File: config.mk
export PLATFORM = sky130hd
export DESIGN_NAME = bus_glow_panel
export DESIGN_NICKNAME = d
export VERILOG_FILES = /design/src/rtl/bus_glow_panel.sv
export SDC_FILE = /design/constraint.sdc
export NUM_CORES = 1
export LEC_CHECK = 0
export ABC_CLOCK_PERIOD_IN_PS = 3500
export BUFFER_PORTS_ARGS = -buffer_cell sky130_fd_sc_hd__buf_2
export CORE_MARGIN = 3
export CORE_UTILIZATION = 60
export CTS_BUF_LIST = sky130_fd_sc_hd__clkbuf_16
export CTS_CLUSTER_DIAMETER = 80
export CTS_CLUSTER_SIZE = 8
export DETAILED_ROUTE_END_ITERATION = 7
export PLACE_DENSITY_LB_ADDON = 0.05
export SYNTH_ARGS = -nofsm -noshare
export SYNTH_HDL_FRONTEND = slang
export SYNTH_SLANG_ARGS = --single-unit
File: constraint.sdc
create_clock -name clk -period 3.5 [get_ports clk]
set_input_delay 0.7 -clock clk [delete_from_list [all_inputs] [get_ports clk]]
set_output_delay 0.7 -clock clk [all_outputs]
set_load 0.02 [all_outputs]
File: src/rtl/bus_glow_panel.sv
module bus_glow_panel #(
  parameter int AW    = 16,
  parameter int DW    = 8,
  parameter int ROWS  = 8,
  parameter int LVL_W = 8
) (
  input  logic            clk,
  input  logic            rst,
  input  logic [AW-1:0]   addr_i,
  input  logic [DW-1:0]   data_i,
  input  logic            m1_n,
  input  logic            mreq_n,
  input  logic            iorq_n,
  input  logic            rd_n,
  input  logic            wr_n,
  input  logic [1:0]      mode_i,
  output logic [ROWS-1:0] row_o,
  output logic [AW-1:0]   col_o
);
  localparam int COLS = AW;
  localparam int RW   = $clog2(ROWS);
  localparam int NCTL = 5;
  localparam logic [LVL_W-1:0] TOP  = '1;
  localparam logic [RW-1:0]    LAST = RW'(ROWS - 1);

  logic [AW-1:0]   addr_m, addr_s;
  logic [DW-1:0]   data_m, data_s;
  logic [NCTL-1:0] ctl_m, ctl_s, ctl_raw;

  // strobe order: fetch, memory, io, read, write
  assign ctl_raw = ~{wr_n, rd_n, iorq_n, mreq_n, m1_n};

  always_ff @(posedge clk) begin
    if (rst) begin
      addr_m <= '0;
      addr_s <= '0;
      data_m <= '0;
      data_s <= '0;
      ctl_m  <= '0;
      ctl_s  <= '0;
    end else begin
      addr_m <= addr_i;
      addr_s <= addr_m;
      data_m <= data_i;
      data_s <= data_m;
      ctl_m  <= ctl_raw;
      ctl_s  <= ctl_m;
    end
  end

  logic fetch_s, valid_s;
  assign fetch_s = ctl_s[0] & ctl_s[1];
  assign valid_s = (ctl_s[1] | ctl_s[2]) & (ctl_s[3] | ctl_s[4]);

  logic [AW-1:0] pc_q;
  always_ff @(posedge clk) begin
    if (rst)          pc_q <= '0;
    else if (fetch_s) pc_q <= addr_s;
  end

  logic [LVL_W-1:0] win_q;
  logic             win_end;
  logic [1:0]       mode_act;
  assign win_end = (win_q == TOP);

  always_ff @(posedge clk) begin
    if (rst) begin
      win_q    <= '0;
      mode_act <= '0;
    end else begin
      win_q <= win_q + 1'b1;
      if (win_end) mode_act <= mode_i;
    end
  end

  logic [AW-1:0] field_a, field_b;
  always_comb begin
    case (mode_act)
      2'd1: begin
        field_a = pc_q;
        field_b = AW'(data_s);
      end
      2'd2: begin
        field_a = addr_s;
        field_b = pc_q;
      end
      default: begin
        field_a = addr_s;
        field_b = AW'(data_s);
      end
    endcase
  end

  logic [ROWS-1:0][COLS-1:0] src;
  always_comb begin
    src    = '0;
    src[0] = field_a;
    src[1] = field_b;
    src[2] = COLS'(ctl_s);
  end

  logic [ROWS-1:0][COLS-1:0][LVL_W-1:0] cnt, nxt, disp;

  always_comb begin
    for (int r = 0; r < ROWS; r++) begin
      for (int c = 0; c < COLS; c++) begin
        nxt[r][c] = cnt[r][c];
        if (valid_s && src[r][c] && cnt[r][c] != TOP)
          nxt[r][c] = cnt[r][c] + 1'b1;
      end
    end
  end

  always_ff @(posedge clk) begin
    if (rst) begin
      cnt  <= '0;
      disp <= '0;
    end else if (win_end) begin
      disp <= nxt;
      cnt  <= '0;
    end else begin
      cnt <= nxt;
    end
  end

  logic [LVL_W-1:0] ramp_q;
  logic [RW-1:0]    row_q;

  always_ff @(posedge clk) begin
    if (rst) begin
      ramp_q <= '0;
      row_q  <= '0;
    end else begin
      ramp_q <= ramp_q + 1'b1;
      if (ramp_q == TOP) row_q <= (row_q == LAST) ? '0 : row_q + 1'b1;
    end
  end

  assign row_o = {{(ROWS-1){1'b0}}, 1'b1} << row_q;

  always_comb begin
    for (int c = 0; c < COLS; c++)
      col_o[c] = ramp_q < disp[row_q][c];
  end

endmodule

==> Yosys cells after proc, flatten, opt, wreduce, memory -nomap -nowiden <==
Cells that the tools add are included.
Widths: inputs -> output; s select.
{ "word_totals": {"input_bits": 33, "out_inout_bits": 24, "regBits": 687, "word_cells": 307} }
{ "op_classes": {"n_addsub": 40, "bitwise": 5, "reduce_logical": 75, "n_mux": 42, "n_eq_ne": 42, "n_shift": 1, "magnitude_cmp": 17} }
{ "op_table": {"columns": ["cell", "count"], "rows": [
  ["$bmux 128 s3", 1],
  ["$add 8x1->8 const B", 39],
  ["$mux 8", 37],
  ["$ne 8x8->1 const B", 37],
  ["$lt 8x8->1", 16],
  ["$mux 128", 1],
  ["$logic_and 1x1->1", 74],
  ["$mux 16", 2],
  ["$eq 8x8->1 const B", 2],
  ["$shl 1x3->8 const A", 1],
  ["$not 5->5", 1],
  ["$lt 3x4->1 const B", 1],
  ["$add 3x1->3 const B", 1],
  ["$eq 3x3->1 const B", 1],
  ["$mux 3", 1],
  ["$and 1x1->1", 2],
  ["$eq 2x1->1 const B", 1],
  ["$eq 2x2->1 const B", 1],
  ["$or 1x1->1", 2],
  ["$reduce_or 2->1", 1]
]} }

==> Depth between registers and ports, before layout <==
{ "logic_depth": {"depth_word": 5, "mapped_depth": 13, "depth_no_buf": 11} }

==> Worst setup path after synthesis <==
OpenSTA, ideal clock, no wires.
{ "synth_timing": {"kind": "reg-to-output", "start": "reg row_q[1]", "end": "out col_o[0]", "required_time_ns": 2.800, "stages_incl_launch_ff": 13, "path_slack_ns": -0.216, "path_buffers": 3, "arrival_time_ns": 3.016, "path_cell_list": "dfxtp_1 > clkbuf_1 > buf_1 > buf_2 > mux2i_1 > o21ai_0 > nand2_1 > ha_1 > a21oi_1 > nor2b_1 > a2111oi_0 > a21oi_1 > a211oi_1"} }
{ "synth_via": {"elab_chain_len": 3} }
{ "synth_lines": {"columns": ["element", "line_no", "source"], "rows": [
  ["from (decl)", "127", "logic [RW-1:0] row_q;"],
  ["from (signal assigned)", "135", "if (ramp_q == TOP) row_q <= (row_q == LAST) ? '0 : row_q + 1'b1;"],
  ["$bmux 128 s3", "143", "col_o[c] = ramp_q < disp[row_q][c];"],
  ["$mux 128", null, null],
  ["$lt 8x8->1", "143", null],
  ["to (decl)", "18", "output logic [AW-1:0] col_o"]
]} }
Every way passes these cells. The select of a mux whose other input is x is not followed.

==> Final worst setup path <==
{ "layout_timing": {"start": "reg row_q[1]", "end": "out col_o[1]"} }
The elaborated chain is that of the path after synthesis.

==> run metrics <==
# port buffers=56; post-synthesis net count=3785; CORE AREA=50580 sq um; Worst Path Max Fanout=12; synthesized area per cell=8.601 sq um; clock skew=about 0.024 ns; post-synthesis async set-or-reset flop share=0; Residual DRC=0; CTS buffer count=95; final setup vio count=3; vias in the first global route=roughly 25000; fill cell count=~4000; layout cells sized above 1=0.1114; maximum clock frequency=285.2 MHz; clk buf depth=3; crit path max-delay cell type=dfxtp_4; EDFF count, synth=0; main flop type after synthesis=dfxtp_1; CTS tree=built; Synth top area share=0.4448; Seq/Total Area, Yosys=0.4448; DRT Wirelength=80780 um; number of max-cap violations=0; maximum VDD drop=approximately 0.00043 V; failing checks=setup timing; status=complete, but fails checks; P_leak=approximately 13 nW; nature of the critical path endpoint=output pin; crit-path cells=buf_6, clkbuf_16, mux2i_1, o21ai_0, nand2_1, ha_1, nand4_1, a211o_1, a31oi_1, nor2_1, buf_4; WP data arrival=2.81 ns; Synth Register Bits=between 600 and 700; Crit path largest cell delay=between 0.4 and 0.5 ns; initial cell density of the core=0.6113; H-tree level count=3; area grow syn2layout=14.69%; Antenna Nets Post-Route=0; synth top area cells=dfxtp_1 (44%), nand2_1 (7.2%), ha_1 (6.4%); row count=82; Die Footprint=54290 sq um; Final #Nets=approximately 3900; pin count of the biggest net entering global routing=around 100; CTS Root Cell=clkbuf_16; drt pass-1 iters=5; Worst Hold Class=in2reg; max_slew headroom=0.2723; cells after synthesis=3595; Pwr Density=465.8 nW/um^2; Final Hold Fails=0; Via-to-Cell Ratio=5.924; Vias=25780; clk sink count=687; clk_lat worst skew=0.64 ns; worst-margin pin slew=1.092 ns; Mapped Area=30920 sq um; # IOs=57; final setup margin=-0.006675 ns; Pins Over Slew Limit=0; DR iter-0 viols=1788; initial antenna violation count=0; Worst setup SP type=register; chip width=233.0 um; wire per inst=18.56 um; setup_tns=-0.01498 ns; hold_ws=0.2250 ns; largest area contributor in the netlist=dfxtp_1; Placed Cells=around 4200; Post-DP HPWL=49770 um; synth unique cells=a little under 60; synth warn=0; pre-CTS setup slack=about 0.23 ns; Final period util=1.002; Die Height=233.0 um; clock transition at the registers of the reported paths=about 0.050 ns; GRT Total Usage=0.2872; Routability Congestion=0.8770; total gr overflow=0; Req. time, crit path=2.80 ns; RSZ-0062 raised after global routing=true; Tmin final=3.507 ns; Non-Filler Instances=4352; crit path kind=reg2out; first-pass GRT wire length=126300 um
-- report_power, final --
part           total (mW)  switching, mW  internal (mW)
combinational       0.597          0.398          0.198
clock                8.02           3.22           4.80
sequential           7.90         0.0248           7.88
-- layer usage --
metal,part of all wire,GRT usage,vias up
met4,0.031,0.09527,0
met2,0.45,0.4643,769
met3,0.066,0.04873,185
met1,0.45,0.3911,12270
met5,0,0,-
li1,-,-,12560
-- placed cells by master, fill, tap and decap left out, types with 9 or more instances in the layout --
cell       count
nand4_1       42
buf_2         40
a21o_1        14
nor2b_1       64
nor2_1       382
inv_1         34
mux2i_1      156
nand2b_1      50
nor4_1       111
buf_4         72
buf_6         12
a21oi_2       14
nor3_1        97
o221ai_2       9
and2_1        11
ha_1         146
nand3_1      146
dfxtp_1      684
buf_12        18
xor2_1        31
o21ai_0      356
o211ai_1      14
and3_1        27
nand2_1      590
mux2_2        82
ha_4          11
a21oi_1       46
o21ai_1       13
a31oi_1       14
and4_1        11
xnor2_1      170
clkbuf_16    102
-- worst max-delay path, delay by kind of cell (launching register included) --
| kind | cells | cell delay (ns) |
|---|---|---|
| adders and majority gates | 1 | 0.31 |
| and+or+nand+nor | 3 | 0.27 |
| buffers and inverters | 3 | 0.52 |
| muxes | 1 | 0.09 |
| AOI/OAI and AO/OA | 3 | 0.59 |
| DFF | 1 | 0.41 |
-- cells by family (layout without fill, tap and decap cells) --
logic type      count (synthesis)  in the layout  share of synthesized area
buf+inv                       208            292                    0.02731
fa+ha+maj                     157            157                    0.06353
simple gates                 1576           1576                     0.2323
xor+xnor                      201            201                    0.05694
other cells                     0              1                          0
compound gates                525            525                    0.09356
flops                         687            687                     0.4448
mux                           241            241                    0.08154
-- Yosys cell counts, drive strengths merged (3+ instances only) --
cell     count
a21oi       60
a21o        14
mux2        84
nor4b        6
or4b         4
nand2      594
a31oi       14
nand4       42
mux2i      157
o22ai        3
o211ai      14
nor2       387
and2        11
a211oi       4
or2          6
and3        27
o2111ai      7
a22o         7
o31ai        5
nor3        98
a221oi       3
nor4       111
nor2b       64
and4        11
nand2b      51
xnor2      170
xor2        31
inv         33
dfxtp      687
o21ai      370
o21a         4
ha         157
nand3b       5
nand3      146
or3          5
buf         52
clkbuf     122
o221ai      10
-- stage by stage --
| step | cell area [sq um] | utilization | total power, mW |
|---|---|---|---|
| 6_report | 35460 | 0.7011 | 16.52 |
| 3_5_place_dp | 31990 | 0.6325 | 8.599 |
| 2_1_floorplan | 30920 | - | 8.390 |
| 5_1_grt | 35460 | 0.7010 | 17.00 |
| 3_3_place_gp | 31990 | 0.6325 | 8.586 |
| 4_1_cts | 34880 | 0.6897 | 16.63 |
-- final cells by class --
class	instances	area (sq um)	share of cell area
multi-input cells	2700	16680	0.4704
flip-flops and latches	687	13760	0.3881
clock buffers	96	2402	0.06774
repair buffers	154	1549	0.04368
well taps	672	840.8	0.02371
inverters	34	128.9	0.003634
clock inverters	8	93.84	0.002646
diodes	1	2.502	0.00007057
-- flip-flops by register name, indices dropped and copies added (netlist names) --
register	count
pc_q	16
ctl_m	5
addr_m	16
mode_act	2
win_q	8
addr_s	16
disp	296
cnt	296
data_m	8
ctl_s	5
data_s	8
ramp_q	8
row_q	3
-- final timing paths --
path	endpoint	slack [ns]	start	cells after the start
setup reg to reg	disp[255]$_SDFFE_PP0P_	0.85	ctl_s[1]$_SDFF_PP0_	5
hold / removal	ctl_m[1]$_SDFF_PP0_	0.22	mreq_n	2
hold reg to reg	data_s[6]$_SDFF_PP0_	0.43	data_m[6]$_SDFF_PP0_	1
setup / recovery	col_o[1]	-0.007	row_q[1]$_SDFFE_PP0N_	11
-- timing repair --
item	in CTS	in global routing
gates resized for setup	46	70
setup endpoints to repair	16	16
hold buffers	0	0
cloned	5	7
pin swaps	8	16
endpoints found under the hold margin	0	0
setup buffers	9	16
Note: power is estimated with default switching activity, not from simulation.
